--- src/rtl/sbs_pkg.sv ---
package sbs_pkg;

    localparam int VAL_W     = 12;
    localparam int RNG_W     = 32;
    localparam int ADDR_W    = 4;
    localparam int TAP_STEP  = 5;
    localparam logic [RNG_W-1:0] RNG_SEED = 32'hACE1_2B57;
    // taps 32,22,2,1 -> bit positions 31,21,1,0
    localparam logic [RNG_W-1:0] RNG_TAPS = 32'h8020_0003;

    // record handed from one weighting stage to the next
    typedef struct packed {
        logic taken;   // a more significant stage already chose
        logic bitv;    // bit chosen so far
    } hand_t;

    // shift-register bit feeding stage k of generator g
    function automatic int tap_index(input int g, input int k, input int rw);
        return (k + g * TAP_STEP) % rw;
    endfunction

    // fixed address weights as 12-bit fractions, rescaled to width w
    function automatic int addr_weight(input int k, input int w);
        int f;
        case (k)
            0:       f = 2728;
            1:       f = 3274;
            2:       f = 3879;
            default: f = 4072;
        endcase
        if (w >= 12) return f << (w - 12);
        else         return f >> (12 - w);
    endfunction

endpackage

--- src/rtl/sbs_lfsr.sv ---
module sbs_lfsr #(
    parameter int                 W    = sbs_pkg::RNG_W,
    parameter logic [W-1:0]       SEED = sbs_pkg::RNG_SEED,
    parameter logic [W-1:0]       TAPS = sbs_pkg::RNG_TAPS
) (
    input  logic         clk,
    input  logic         rst,
    output logic [W-1:0] state,
    output logic         msb
);

    logic fb;
    assign fb  = ^(state & TAPS);
    assign msb = state[W-1];

    always_ff @(posedge clk) begin
        if (rst) state <= SEED;
        else     state <= {state[W-2:0], fb};
    end

    p_state_nonzero_r2: assert property (@(posedge clk) disable iff (rst)
        state != '0);

    p_shift_r7: assert property (@(posedge clk) disable iff (rst)
        !$past(rst) |-> state[W-1:1] == $past(state[W-2:0]));

endmodule

--- src/rtl/sbs_chain.sv ---
module sbs_chain #(
    parameter int W = sbs_pkg::VAL_W
) (
    input  logic         clk,
    input  logic         rst,
    input  logic [W-1:0] weight,
    input  logic [W-1:0] sel,     // one random select per bit position
    output logic         bit_out
);
    import sbs_pkg::*;

    hand_t link [W+1];

    assign link[0] = '{taken: 1'b0, bitv: 1'b0};

    generate
        for (genvar j = 0; j < W; j++) begin : g_stage
            localparam int IDX = W - 1 - j;
            always_comb begin
                link[j+1].taken = link[j].taken | sel[IDX];
                link[j+1].bitv  = link[j].taken ? link[j].bitv
                                                : (sel[IDX] & weight[IDX]);
            end
        end
    endgenerate

    always_ff @(posedge clk) begin
        if (rst) bit_out <= 1'b0;
        else     bit_out <= link[W].bitv;
    end

    p_zero_weight_r4: assert property (@(posedge clk) disable iff (rst)
        $past(weight == '0) |-> !bit_out);

endmodule

--- src/rtl/sbs_gen.sv ---
module sbs_gen #(
    parameter int VW = sbs_pkg::VAL_W,
    parameter int RW = sbs_pkg::RNG_W,
    parameter int AW = sbs_pkg::ADDR_W
) (
    input  logic          clk,
    input  logic          rst,
    input  logic          en,
    input  logic [VW-1:0] value,
    output logic          data_bit,
    output logic          rand_bit,
    output logic [AW-1:0] addr
);
    import sbs_pkg::*;

    localparam int NGEN = AW + 1;   // generator 0 is data, 1..AW are address

    logic [RW-1:0] rng;
    logic [VW-1:0] sel   [NGEN];
    logic [VW-1:0] wt    [NGEN];
    logic [NGEN-1:0] outs;

    sbs_lfsr #(.W(RW)) u_rng (
        .clk   (clk),
        .rst   (rst),
        .state (rng),
        .msb   (rand_bit)
    );

    assign wt[0] = value & {VW{en}};

    generate
        for (genvar g = 0; g < NGEN; g++) begin : g_gen
            for (genvar k = 0; k < VW; k++) begin : g_tap
                localparam int TI = tap_index(g, k, RW);
                assign sel[g][k] = rng[TI];
            end
            if (g > 0) begin : g_const
                assign wt[g] = VW'(addr_weight(g - 1, VW));
            end
            sbs_chain #(.W(VW)) u_chain (
                .clk     (clk),
                .rst     (rst),
                .weight  (wt[g]),
                .sel     (sel[g]),
                .bit_out (outs[g])
            );
        end
    endgenerate

    assign data_bit = outs[0];
    assign addr     = outs[NGEN-1:1];

    p_gate_off_r3: assert property (@(posedge clk) disable iff (rst)
        !$past(en) |-> !data_bit);

    p_reset_quiet_r1: assert property (@(posedge clk)
        $past(rst) |-> (!data_bit && addr == '0));

endmodule

--- config.mk ---
export PLATFORM = sky130hd
export DESIGN_NAME = sbs_gen
export DESIGN_NICKNAME = d
export VERILOG_FILES = /design/src/rtl/sbs_pkg.sv /design/src/rtl/sbs_lfsr.sv /design/src/rtl/sbs_chain.sv /design/src/rtl/sbs_gen.sv
export SDC_FILE = /design/constraint.sdc
export NUM_CORES = 1
export LEC_CHECK = 0
export ABC_AREA = 1
export BUFFER_PORTS_ARGS = -buffer_cell sky130_fd_sc_hd__clkbuf_2
export CAP_MARGIN = 20
export CORE_MARGIN = 5
export CORE_UTILIZATION = 41
export DETAILED_ROUTE_END_ITERATION = 10
export GPL_ROUTABILITY_DRIVEN = 0
export HOLD_SLACK_MARGIN = 0.08
export PLACE_DENSITY_LB_ADDON = 0.15
export SLEW_MARGIN = 20
export SYNTH_ARGS = -nofsm -noshare
export SYNTH_HDL_FRONTEND = slang
export SYNTH_SLANG_ARGS = --single-unit
--- constraint.sdc ---
create_clock -name clk -period 1.1 [get_ports clk]
set_input_delay 0.055 -clock clk [delete_from_list [all_inputs] [get_ports clk]]
set_output_delay 0.055 -clock clk [all_outputs]
set_load 0.1 [all_outputs]
### Yosys cells after proc, flatten, opt, wreduce, memory -nomap -nowiden

Index checks and enable logic that the tools add are counted.

* bits in registers: 37
* bits in latches: 0
* memory bits (writable): 0
* ROM bits: 0
* bits of input ports: 15
* output and inout bits: 6
* word-level logic and storage cells: 128
* memories: 0

* $add $sub $neg: 0
* $mul: 0
* div/mod/pow operators: 0
* order comparisons: 0
* equality and inequality tests: 0
* shifts and indexed selects: 0
* mux-type cells: 48
* bitwise operators: 70
* reduce and logical (&&, ||, !) cells: 4

Operators with widths (number)
* 1-bit bitwise OR: 50
* 1-bit two-way mux: 48
* 32-bit parity: 1
* 1-bit AND: 12
* 12-bit AND: 1
* 4-bit OR reduction: 2
* 1-bit inverter: 7
* 2-bit OR reduction: 1

### Logic depth before layout (Yosys ltp)

Gate-level depths: netlist of the first run.

* word-level depth: 13
* gate-level depth with buffers: 9
* gate-level depth less buffers: 9

### Cells and area by module

A second synthesis of the first run with hierarchy kept.

* cell total of the unflattened synthesis: 394
* area total of the unflattened synthesis: 2348.5 µm²

Modules (own cells, without submodules)
* sbs_chain: instances 5, cells an instance 53, area an instance 255.2 µm², seq. area each 20.0 µm²
* sbs_lfsr: instances 1, cells an instance 102, area an instance 963.4 µm², seq. area each 640.6 µm²
* sbs_gen: instances 1, cells an instance 27, area an instance 108.9 µm², seq. area each 0.0 µm²

### Least setup slack after synthesis of the first run

Ideal clock, no wire load.

* path type: reg-to-reg
* start point: register u_rng.state[31]
* end point: register u_rng.state[0]
* setup time: 124 ps
* data arrival time: 1334 ps
* required time: 976 ps
* path slack: -358 ps
* cell stages (with the launch flop): 4
* buffers on the path: 0
* clock period less this slack: 1458 ps
* cell sequence: dfxtp_1 > xor2_1 > a21oi_1 > o21ai_0

* cells in the longest elaborated chain, start to end: 1

Ends and longest elaborated chain
* start: declaration: RTL line sbs_lfsr.sv:8 `output logic [W-1:0] state,`
* start signal: assignment: RTL line sbs_lfsr.sv:18 `else state <= {state[W-2:0], fb};`
* 32-bit parity: RTL line sbs_lfsr.sv:13 `assign fb = ^(state & TAPS);`

No other way between the ends.
A chain may end at the register's enable or synchronous reset.

### Worst setup path in the final report of the first run

* start point: register u_rng.state[10]
* end point: register g_gen[0].u_chain.bit_out

* cells in the longest elaborated chain, start to end: 12
* elaborated cells on any way between the ends: 22
* those cells by class: mux: 11; bitwise: 11

Ends and longest elaborated chain
* 1-bit AND: RTL line sbs_chain.sv:22 `: (sel[IDX] & weight[IDX]);`
* 1-bit two-way mux (10 in a row): RTL line sbs_chain.sv:21 `link[j+1].bitv = link[j].taken ? link[j].bitv`
* 1-bit two-way mux (*): RTL line sbs_chain.sv:21
* end signal: assignment: RTL line sbs_chain.sv:29 `else bit_out <= link[W].bitv;`
* end: declaration: RTL line sbs_chain.sv:8 `output logic bit_out`

Mark *: on every way between the ends. The rest lies on a longest branch, timed or not.

==> qor.yml, run 1 <==
clock_network:
  cts_tree: "yes"
  postCtsSetupRepairBufs: 0
  clk_pin_slew_worst_paths_ns: 0.10
  bufs_on_longest_clock_path: 2
  root_buffer: "sky130_fd_sc_hd__clkbuf_4"
  worst_skew_pair.late_latency_ns: 0.34
  htree_levels: 2
  numCtsBuffers: 5
  clock-sinks: 37
flow_run:
  max_cap_violations: 0
synthesis:
  synth_sequential_area_ratio_pct: 54.9
  post_synth_and_or_nand_nor_area_fraction_pct: 25.0
  syn-num-nets: 188
  yosysWarningCount: 0
  post_synth_mux_area_share_pct: 0
  synth_top_family_by_area: "simple AND/OR/NAND/NOR gates"
  synthAdderAreaFrac_pct: 0
  post_syn_area_per_cell_um2: 7.80
  ys_ff_latch: 37
  share_of_the_synthesized_area_in_compound_gates_ao_oa_aoi_oai_pct: 6.02
  synth.distinct_cells: 25
  synth_xor_area_share_pct: 1.30
  syn-cell-area_um2: 1350
  syn_inst: 173
worst_setup_path:
  timing.critical_path.required_ns: 1.33
  endpoint_kind: "register"
  path_max_fanout: 3
  start_kind: "register"
  critical_path_class: "register to register"
  timing.reg2reg.worst_path_depth: 8
  worst_ep_arrival_time_ns: 1.25
hold_path:
  timing.hold.worst_path_depth: 5
  hold_path_class: "input pin to register"
pwr:
  total_power_divided_by_cell_area_nw_per_um2: 1580
  p_leak_nw: 0.851
  ir_drop_mv: 0.648
floorplanning:
  num_io_pins: 21
  die_h_um: 67.4
  full_die_area_um2: 4540
  standard_cell_row_count: 20
  initial_core_util_pct: 43.5
  die_width_um: 67.4
  core-area_um2: 3100
placement:
  port_buffers: 20
  placement.cell_area_um2: 1570
  worst_setup_slack_before_clock_tree_synthesis_ns: 0.0887
  dpl.hpwl_mm: 1.77
  dp_cells: 232
drt:
  drt-vias-per-instance: 4.31
  drt-initial-drc-count: 40
  drc: 0
  drt_pre_antenna_iters: 4
  drt-wirelength-per-cell_um: 10.0
  vias: 1039
  detail_route.wirelength_mm: 2.41
  ant_nets: 0
grt:
  grt-ovfl-total: 0
  grtUsageTotal_pct: 13.1
  grt_max_degree: 16
  grt_pass1_wl_mm: 4.34
  grt_pass1_vias: 1016
  antenna_found_initial: 0
timing:
  worstMarginPinSlew_ns: 0.301
  layout_worst_path_cycle_share_pct: 92.7
  final.setup_skew_ns: 0.00820
  setup_viol: 0
  setup_tns_ns: 0
  finalCriticalPeriod_ns: 1.02
  max-slew-margin-rel_pct: 79.9
  achievable-frequency_mhz: 980
  worst_slack_ns: 0.0798
  rsz0062_at_grt: "no"
  hold_viol_final: 0
  timing.final.max_slew_violations: 0
final_layout:
  final_area_um2: 1650
  layout.area.seq_um2: 746
  layout.core_utilization_pct: 53.0
  nFillCells: 341
  layout-drive-gt1-share_pct: 21.8
  layoutNonFillerInstCount: 241
  fin_nets: 212
  flow.area_growth_from_synthesis_pct: 21.9
  multi_input_comb_area_um2: 437
  diodes: 0
outcome:
  run_status: "completed"
[registers in the layout, summed over array words and instances (netlist names)]
name / count
g_gen.u_chain.bit_out: 5
u_rng.state: 32
[final cells by class]
class	count	share of cell area [%]
Inverter	34	7.76
Tap cell	44	3.35
Sequential cell	37	45.3
Timing Repair Buffer	24	13.7
Multi-Input combinational cell	95	26.5
Clock buffer	7	3.35
[per-stage QoR]
stage / hold WS [ns] / total power [mW]
2_1_floorplan: 0.137 / 1.80
3_3_place_gp: 0.355 / 1.92
3_5_place_dp: 0.370 / 1.93
4_1_cts: 0.0836 / 2.64
5_1_grt: 0.107 / 2.78
6_report: 0.0954 / 2.61
[cell families after synthesis]
logic type / Yosys count
AOI/OAI and AO/OA: 13
xor gates and xnor gates: 2
buffers and inverters: 41
DFF: 37
and+or+nand+nor: 80
[metal layers]
layer / wire length, um / GRT usage, % / up-vias / part of all wire (%)
met1: 1110 / 15.4 / 462 / 46
li1: - / - / 554 / -
met2: 1130 / 20.5 / 16 / 47
met3: 133 / 5.66 / 7 / 5.5
met5: 0 / 0 / - / 0
met4: 45 / 6.08 / 0 / 1.9
[where the power goes]
part	internal, mW	switching, mW	leakage (nW)
combinational	0.159	0.251	0.511
clock	0.302	0.399	0.0314
sequential	1.43	0.0611	0.309
[worst max-delay path: stages, from the launching register on]
cell	delay, ns
sky130_fd_sc_hd__dfxtp_2	0.35
sky130_fd_sc_hd__nor2_2	0.15
sky130_fd_sc_hd__nand2_2	0.09
sky130_fd_sc_hd__nor2_2	0.08
sky130_fd_sc_hd__nand2_1	0.05
sky130_fd_sc_hd__nand2_1	0.05
sky130_fd_sc_hd__nand2_1	0.05
sky130_fd_sc_hd__nand2_1	0.07
sky130_fd_sc_hd__nor2_2	0.03
[final timing paths]
path,from,end,slack [ns]
min reg2reg,u_rng.state[22],u_rng.state[23],0.43
max,u_rng.state[10],g_gen[0].u_chain.bit_out,0.08
max reg2reg,u_rng.state[10],g_gen[0].u_chain.bit_out,0.08
min,value[2],g_gen[0].u_chain.bit_out,0.1
[cell usage after synthesis]
| cell | instances | share of area (%) |
|---|---|---|
| sky130_fd_sc_hd__or2_2 | 1 | 0.46 |
| sky130_fd_sc_hd__nor3_2 | 1 | 0.74 |
| sky130_fd_sc_hd__nand2_1 | 42 | 12 |
| sky130_fd_sc_hd__a21oi_1 | 5 | 1.9 |
| sky130_fd_sc_hd__o21ai_2 | 1 | 0.65 |
| sky130_fd_sc_hd__nand3_1 | 5 | 1.9 |
| sky130_fd_sc_hd__inv_2 | 4 | 1.1 |
| sky130_fd_sc_hd__nor3_1 | 4 | 1.5 |
| sky130_fd_sc_hd__nand4_1 | 1 | 0.46 |
| sky130_fd_sc_hd__xnor2_1 | 1 | 0.65 |
| sky130_fd_sc_hd__a21boi_1 | 1 | 0.56 |
| sky130_fd_sc_hd__buf_4 | 4 | 2.2 |
| sky130_fd_sc_hd__dfxtp_1 | 37 | 55 |
| sky130_fd_sc_hd__a31oi_1 | 2 | 0.93 |
| sky130_fd_sc_hd__o21ai_1 | 1 | 0.37 |
| sky130_fd_sc_hd__nand2_2 | 1 | 0.46 |
| sky130_fd_sc_hd__or2_1 | 2 | 0.93 |
| sky130_fd_sc_hd__a21oi_2 | 2 | 1.3 |
| sky130_fd_sc_hd__buf_2 | 3 | 1.1 |
| sky130_fd_sc_hd__inv_1 | 29 | 8.1 |
| sky130_fd_sc_hd__xor2_1 | 1 | 0.65 |
| sky130_fd_sc_hd__nor2_1 | 20 | 5.6 |
| sky130_fd_sc_hd__nor2_2 | 3 | 1.4 |
| sky130_fd_sc_hd__clkinv_1 | 1 | 0.28 |
| sky130_fd_sc_hd__o21ai_0 | 1 | 0.37 |
[layout by cell type (no fill, tap or decap), drive strengths merged, types with 2 or more instances in the layout]
master	count
a31oi	2
buf	8
dfxtp	37
nor2	23
dlygate4sd3	2
clkbuf	21
o21ai	3
inv	33
nor3	5
a21oi	7
or2	3
nand2	43
nand3	5
[timing repair]
item | CTS | global route
hold buffers | 2 | 0
resized for setup | 0 | 1
endpoints found under the setup margin | 0 | 1
endpoints found under the hold margin | 1 | 0
Power figures use the tool's default switching activity.
==> run 2: changes to the inputs <==
- RECOVER_POWER: unset -> 25
==> run 2 against run 1 <==
- fmax barely moved
- setup slack barely moved
- final cell count is the same
- via count is essentially flat
- global-route usage unchanged
- register-to-register slack about the same
- non-clock buffer count did not move
- highest routed layer unchanged
==> qor.yml, run 2 (synthesized netlist as in run 1, its figures left out) <==
final_layout:
  mostFrequentLayoutCells: "sky130_fd_sc_hd__nand2_1, sky130_fd_sc_hd__dfxtp_1, sky130_fd_sc_hd__inv_1"
  layoutNonFillerInstCount: 241  # unchanged
  layout.area.seq_um2: 746  # unchanged
  layout-drive-gt1-share_pct: 19.8  # -2.0 points
  flow.area_growth_from_synthesis_pct: 21.3
  diodes: 0  # unchanged
  most_common_cell_after_layout_fill_and_taps_aside: "sky130_fd_sc_hd__nand2_1"
  nFillCells: 343  # +0.59%
  largest_register_ffs: 32  # unchanged
  registers.top_by_ff_count: "u_rng.state"
  fin_nets: 212  # unchanged
  biggestRegsByFlops: "u_rng.state: 32 flops, g_gen.u_chain.bit_out: 5 flops"
  multi_input_comb_area_um2: 437  # unchanged
hold_path:
  worstHoldEndpoint: "g_gen[0].u_chain.bit_out"
  hold_path_class: "input pin to register"
  timing.hold.worst_path_depth: 5  # unchanged
  hp-start: "value[2]"
pwr:
  clockPowerShare_pct: 27.0  # about the same
  sw_frac_of_total_pct: 27.4  # +0.036 points
  ir_drop_mv: 0.648  # about the same
  post-layout-total-power_mw: 2.60  # -0.13%
  p_leak_nw: 0.847  # -0.54%
  total_power_divided_by_cell_area_nw_per_um2: 1590  # +0.33%
  sequentialPowerShare_pct: 57.4  # about the same
  p_int_mw: 1.89  # -0.18%
  netSwitchingPower_uw: 712  # about the same
  combPwrFrac_pct: 15.6  # about the same
timing:
  rsz0062_at_grt: "no"
  setup_tns_ns: 0  # unchanged
  setup_viol: 0  # unchanged
  achievable-frequency_mhz: 980  # about the same
  hold_viol_final: 0  # unchanged
  layout_worst_path_cycle_share_pct: 92.8  # about the same
  finalCriticalPeriod_ns: 1.02  # +0.000397 ns
  timing.final.max_slew_violations: 0  # unchanged
  max-slew-margin-rel_pct: 59.4  # -21 points
  worstMarginPinSlew_ns: 0.609  # +0.308 ns
  final.setup_skew_ns: 0.00820  # +0.00000916 ns
clock_network:
  clock-sinks: 37  # unchanged
  htree_levels: 2  # unchanged
  root_buffer: "sky130_fd_sc_hd__clkbuf_4"
  bufs_on_longest_clock_path: 2  # unchanged
  numCtsBuffers: 5  # unchanged
  cts_tree: "yes"
  clk_pin_slew_worst_paths_ns: 0.10  # about the same
  worst_skew_pair.late_latency_ns: 0.34  # about the same
floorplanning:
  die_width_um: 67.4  # unchanged
  num_io_pins: 21  # unchanged
  initial_core_util_pct: 43.5  # unchanged
  standard_cell_row_count: 20  # unchanged
  die_h_um: 67.4  # unchanged
  full_die_area_um2: 4540  # unchanged
  core-area_um2: 3100  # unchanged
grt:
  grtUsageTotal_pct: 13.1  # unchanged
  grt_max_degree: 16  # unchanged
  grt_pass1_vias: 1016  # unchanged
  antenna_found_initial: 0  # unchanged
  grt_pass1_wl_mm: 4.34  # unchanged
  grt-ovfl-total: 0  # unchanged
worst_setup_path:
  worst_ep_arrival_time_ns: 1.26  # about the same
  rrSetupSlack_ns: 0.08  # about the same
  crit-reg2reg-launch: "u_rng.state[10]"
  critPathBufInv: 0  # unchanged
  worstPathCellList: "nor2_2, nand2_2, nor2_2, nand2_1, nand2_1, nand2_1, nand2_1, nor2_2"
  crit_path_max_incr_delay_ns: 0.35  # about the same
  start_kind: "register"
  worst_path_dominant_cell_family: "simple AND/OR/NAND/NOR gates"
  path_max_fanout: 3  # unchanged
  critPathSlowestCell: "sky130_fd_sc_hd__dfxtp_2"
  path_common_cell: "sky130_fd_sc_hd__nand2_1"
  timing.reg2reg.worst_path_depth: 8  # unchanged
  critical_path_class: "register to register"
  timing.critical_path.required_ns: 1.33  # about the same
  endpoint_kind: "register"
  startpoint: "u_rng.state[10]"
  worst_r2r_endpoint: "g_gen[0].u_chain.bit_out"
flow_run:
  max_cap_violations: 0  # unchanged
placement:
  dp_cells: 232  # unchanged
  port_buffers: 20  # unchanged
  dpl.hpwl_mm: 1.77  # unchanged
drt:
  drt-wirelength-per-cell_um: 9.98  # -0.33%
  vias: 1040  # +0.096%
  drt-initial-drc-count: 29  # -28%
  drt_pre_antenna_iters: 4  # unchanged
  drc: 0  # unchanged
  drt-vias-per-instance: 4.32  # about the same
  ant_nets: 0  # unchanged
  detail_route.wirelength_mm: 2.41  # -0.33%
outcome:
  run_status: "completed"
run 2: area by class of cell:
cell class / instances / area share [%]
flip-flops and latches: 37 / 45.5
multi-input cells: 95 / 26.7
clock buffers: 7 / 3.36
well taps: 44 / 3.36
inverters: 34 / 7.79
repair buffers: 24 / 13.3
run 2: how the worst max path moves through the flow:
stage | slack, ns | depth (start not counted) | to
3_5_place_dp | 0.09 | 8 | g_gen[0].u_chain.bit_out
4_1_cts | 0.07 | 8 | g_gen[0].u_chain.bit_out
6_report | 0.08 | 8 | g_gen[0].u_chain.bit_out
3_3_place_gp | 0.13 | 8 | g_gen[0].u_chain.bit_out
2_1_floorplan | 0.14 | 0 | data_bit
5_1_grt | 0.006 | 6 | g_gen[2].u_chain.bit_out
run 2: layer usage:
metal	vias up	GRT usage, %	routed length [um]
li1	553	-	-
met1	464	15.4	1090
met2	16	20.5	1140
met3	7	5.66	133
met4	0	6.08	45
met5	-	0	0
run 2: power by group through the flow:
stage / Clock, mW / Sequential [mW] / Combinational (mW)
global placement: 0 / 1.52 / 0.402
floorplan: 0 / 1.54 / 0.266
detailed placement: 0 / 1.52 / 0.408
finish: 0.702 / 1.49 / 0.406
global route: 0.812 / 1.51 / 0.453
CTS: 0.732 / 1.49 / 0.416
run 2: stage by stage:
stage	util, %	worst slack (ns)	cell area (um2)	hold slack (ns)
2_1_floorplan	-	0.136	1350	0.137
3_3_place_gp	50.6	0.135	1570	0.355
3_5_place_dp	50.6	0.0887	1570	0.370
4_1_cts	53.0	0.0668	1640	0.0836
5_1_grt	52.8	0.00564	1640	0.107
6_report	52.8	0.0794	1640	0.0952
run 2: timing repair:
action / CTS / global route
hold buffers: 2 / 0
setup endpoints to repair: 0 / 1
endpoints found under the hold margin: 1 / 0
gates resized for setup: 0 / 1
buffers inserted: 0 / 0
run 2: tightest hold or removal path, cell delays in order:
cell,delay (ns)
sky130_fd_sc_hd__clkbuf_2,0.08
sky130_fd_sc_hd__a21oi_1,0.05
sky130_fd_sc_hd__nand2_1,0.08
sky130_fd_sc_hd__a21oi_2,0.05
sky130_fd_sc_hd__nor2_2,0.08
==> run 3: changes to the inputs <==
- ABC_AREA: 1 -> unset
==> run 3 against run 2 <==
- the run now ends with negative hold slack, negative setup slack left
- core utilization up 3.2 points
- critical path depth down 5
- final cell count down 20%
- sequential share of layout area down 1.1 points
- via count down 11%
- count of clock-buffer cells in the layout unchanged
- hold slack worse by 0.12 ns
- critical path type unchanged
- highest routed layer unchanged
==> qor.yml, run 3 <==
synthesis:
  syn_inst: 123  # -29%
  ys_ff_latch: 37  # unchanged
  yosysWarningCount: 0  # unchanged
  synth-edff-count: 0  # unchanged
  synthTopCellsByArea: "sky130_fd_sc_hd__dfxtp_1, sky130_fd_sc_hd__nor2b_1, sky130_fd_sc_hd__or2_1, sky130_fd_sc_hd__a21oi_1, sky130_fd_sc_hd__buf_4"
  ys_async_rst_share_pct: 0  # unchanged
  synth_largest_type_area_fraction_pct: 58.6  # +3.7 points
  yosys.cell_count.top_type: "sky130_fd_sc_hd__dfxtp_1"
  post_syn_area_per_cell_um2: 10.3  # +32%
  ys.flop_type: "sky130_fd_sc_hd__dfxtp_1"
  syn-cell-area_um2: 1260  # -6.4%
  synthDominantAreaCellType: "sky130_fd_sc_hd__dfxtp_1"
  synth_sequential_area_ratio_pct: 58.6  # +3.7 points
  synth.distinct_cells: 28  # +12%
  syn-num-nets: 138  # -27%
  synth_top_cells_by_count: "sky130_fd_sc_hd__dfxtp_1, sky130_fd_sc_hd__nor2b_1, sky130_fd_sc_hd__or2_1, sky130_fd_sc_hd__a21oi_1, sky130_fd_sc_hd__buf_4"
pwr:
  p_leak_nw: 0.702  # -17%
  netSwitchingPower_uw: 713  # +0.12%
  ir_drop_mv: 0.746  # +15%
  post-layout-total-power_mw: 2.70  # +3.7%
  combPwrFrac_pct: 17.5  # +1.9 points
  sw_frac_of_total_pct: 26.4  # -0.94 points
  sequentialPowerShare_pct: 56.4  # -1.0 points
  p_int_mw: 1.99  # +5.0%
  total_power_divided_by_cell_area_nw_per_um2: 1610  # +1.1%
  clockPowerShare_pct: 26.0  # -1.0 points
worst_setup_path:
  path_max_fanout: 2  # -1
  timing.reg2reg.worst_path_depth: 3  # -5
  endpoint_kind: "register"
  start_kind: "register"
  crit-reg2reg-launch: "u_rng.state[5]"
  worst_ep_arrival_time_ns: 1.65  # +0.39 ns
  rrSetupSlack_ns: -0.29  # -0.37 ns
  critical_path_class: "register to register"
  worst_r2r_endpoint: "g_gen[0].u_chain.bit_out"
  timing.critical_path.required_ns: 1.35  # +0.02 ns
flow_run:
  max_cap_violations: 0  # unchanged
clock_network:
  numCtsBuffers: 5  # unchanged
  clock-sinks: 37  # unchanged
  clk_pin_slew_worst_paths_ns: 0.10  # about the same
  hold_buffer_count_at_cts: 3  # +1
  postCtsSetupRepairBufs: 0  # unchanged
  root_buffer: "sky130_fd_sc_hd__clkbuf_4"
  cts_tree: "yes"
  htree_levels: 2  # unchanged
  bufs_on_longest_clock_path: 2  # unchanged
  worst_skew_pair.late_latency_ns: 0.33  # about the same
floorplanning:
  die_width_um: 65.5  # -2.8%
  standard_cell_row_count: 20  # unchanged
  full_die_area_um2: 4290  # -5.5%
  die_h_um: 65.5  # -2.8%
  initial_core_util_pct: 42.1  # -1.4 points
  num_io_pins: 21  # unchanged
  core-area_um2: 3000  # -3.2%
timing:
  worst_slack_ns: -0.292  # -0.372 ns
  rsz0062_at_grt: "yes"
  final.hold.worst_slack_ns: -0.0243  # -0.119 ns
  setup_viol: 2  # +2
  worstMarginPinSlew_ns: 0.353  # -0.256 ns
  layout_worst_path_cycle_share_pct: 127  # +34 points
  achievable-frequency_mhz: 718  # -27%
  timing.final.max_slew_violations: 0  # unchanged
  finalCriticalPeriod_ns: 1.39  # +0.372 ns
  max-slew-margin-rel_pct: 76.3  # +17 points
  hold_viol_final: 1  # +1
  final.setup_skew_ns: 0.00615  # -0.00205 ns
final_layout:
  largest_register_ffs: 32  # unchanged
  diodes: 0  # unchanged
  fin_nets: 175  # -17%
  registers.top_by_ff_count: "u_rng.state"
  most_common_cell_after_layout_fill_and_taps_aside: "sky130_fd_sc_hd__dfxtp_1"
  mostFrequentLayoutCells: "sky130_fd_sc_hd__dfxtp_1, sky130_fd_sc_hd__nor2b_1, sky130_fd_sc_hd__or2_1, sky130_fd_sc_hd__clkbuf_2, sky130_fd_sc_hd__buf_4"
  flow.area_growth_from_synthesis_pct: 33.0
  layoutNonFillerInstCount: 193  # -20%
  layout-drive-gt1-share_pct: 32.5  # +13 points
  nFillCells: 273  # -20%
  biggestRegsByFlops: "u_rng.state: 32 flops, g_gen.u_chain.bit_out: 5 flops"
drt:
  detail_route.wirelength_mm: 2.20  # -8.6%
  drt-initial-drc-count: 25  # -14%
  drt-vias-per-instance: 4.79  # +11%
  drt-wirelength-per-cell_um: 11.4  # +14%
  vias: 925  # -11%
  drt_pre_antenna_iters: 4  # unchanged
  drc: 0  # unchanged
  ant_nets: 0  # unchanged
placement:
  dp_cells: 183  # -21%
  port_buffers: 20  # unchanged
  dpl.hpwl_mm: 1.57  # -12%
grt:
  grtUsageTotal_pct: 12.0  # -1.1 points
  grt_pass1_vias: 905  # -11%
  grt_max_degree: 36  # +20
  grt-ovfl-total: 0  # unchanged
  antenna_found_initial: 0  # unchanged
  grt_pass1_wl_mm: 3.82  # -12%
outcome:
  run_status: "finished with violations"
  violated_checks: "negative hold slack, negative setup slack"
hold_path:
  worstHoldEndpoint: "u_rng.state[9]"
  hp-start: "rst"
  timing.hold.worst_path_depth: 2  # -3
  hold_path_class: "input pin to register"
[run 3: cell count changes after synthesis, moves of 3 or more]
cell	change
sky130_fd_sc_hd__nand3_1	-5
sky130_fd_sc_hd__nor2_2	-3
sky130_fd_sc_hd__nor4_1	+3
sky130_fd_sc_hd__or2_1	+12
sky130_fd_sc_hd__buf_2	-3
sky130_fd_sc_hd__inv_2	-4
sky130_fd_sc_hd__nor2_1	-17
sky130_fd_sc_hd__or3_1	+3
sky130_fd_sc_hd__clkbuf_1	+3
sky130_fd_sc_hd__inv_1	-26
sky130_fd_sc_hd__nor2b_1	+17
sky130_fd_sc_hd__nand2_1	-39
sky130_fd_sc_hd__nand2b_1	+3
[run 3: what timing repair did]
action	CTS	global route
setup endpoints to repair	3	3
cloned	0	0
resized for setup	3	7
endpoints found under the hold margin	2	1
pin swaps	3	1
[run 3: area by class of cell]
class / instances / area, um2 / share of cell area (%)
tap: 33 / 41.3 / 2.46
multi-input combinational: 75 / 497 / 29.6
timing repair buffer: 37 / 325 / 19.4
inverter: 4 / 15.0 / 0.894
sequential: 37 / 747 / 44.5
clock buffer: 7 / 55.1 / 3.28
[run 3: worst max path at each step]
stage	startpoint	to	slack [ns]	depth (start not counted)
4_1_cts	u_rng.state[5]	g_gen[0].u_chain.bit_out	-0.30	3
3_3_place_gp	u_rng.state[5]	g_gen[0].u_chain.bit_out	-0.26	3
3_5_place_dp	u_rng.state[5]	g_gen[0].u_chain.bit_out	-0.28	3
6_report	u_rng.state[5]	g_gen[0].u_chain.bit_out	-0.29	3
2_1_floorplan	u_rng.state[5]	g_gen[0].u_chain.bit_out	-0.23	3
5_1_grt	u_rng.state[5]	g_gen[0].u_chain.bit_out	-0.37	3
[run 3: power groups by stage]
stage | combinational, mW | clock (mW) | sequential [mW]
finish | 0.473 | 0.703 | 1.52
global route | 0.509 | 0.796 | 1.54
CTS | 0.470 | 0.730 | 1.52
detailed placement | 0.456 | 0 | 1.55
global placement | 0.449 | 0 | 1.55
floorplan | 0.257 | 0 | 1.57
[run 3: metrics by stage]
step	utilization, %	worst slack [ns]	TNS, ns	area [um2]
4_1_cts	55.1	-0.305	-0.429	1660
3_5_place_dp	52.0	-0.277	-0.351	1560
6_report	56.0	-0.292	-0.404	1680
5_1_grt	56.0	-0.371	-0.561	1680
3_3_place_gp	52.0	-0.261	-0.357	1560
2_1_floorplan	-	-0.228	-0.297	1270
[run 3: logic make-up after synthesis]
kind of cell,after synthesis,share of synthesized area (%)
AO/OA/AOI/OAI,19,9.41
XOR/XNOR,3,2.08
buffers and inverters,11,4.46
flip-flops,37,58.6
AND/OR/NAND/NOR,53,25.4
[run 3: critical path: stages (launching register included)]
cell                      delay, ns
sky130_fd_sc_hd__dfxtp_2       0.33
sky130_fd_sc_hd__or4b_1        0.51
sky130_fd_sc_hd__a211o_1       0.25
sky130_fd_sc_hd__o32ai_2       0.23
[run 3: layer usage]
metal	vias to the layer above	global-route usage, %	wire, um
li1	483	-	-
met1	420	13.9	1030
met2	14	18.2	980
met3	8	4.44	118
met4	0	8.55	68
met5	-	0	0
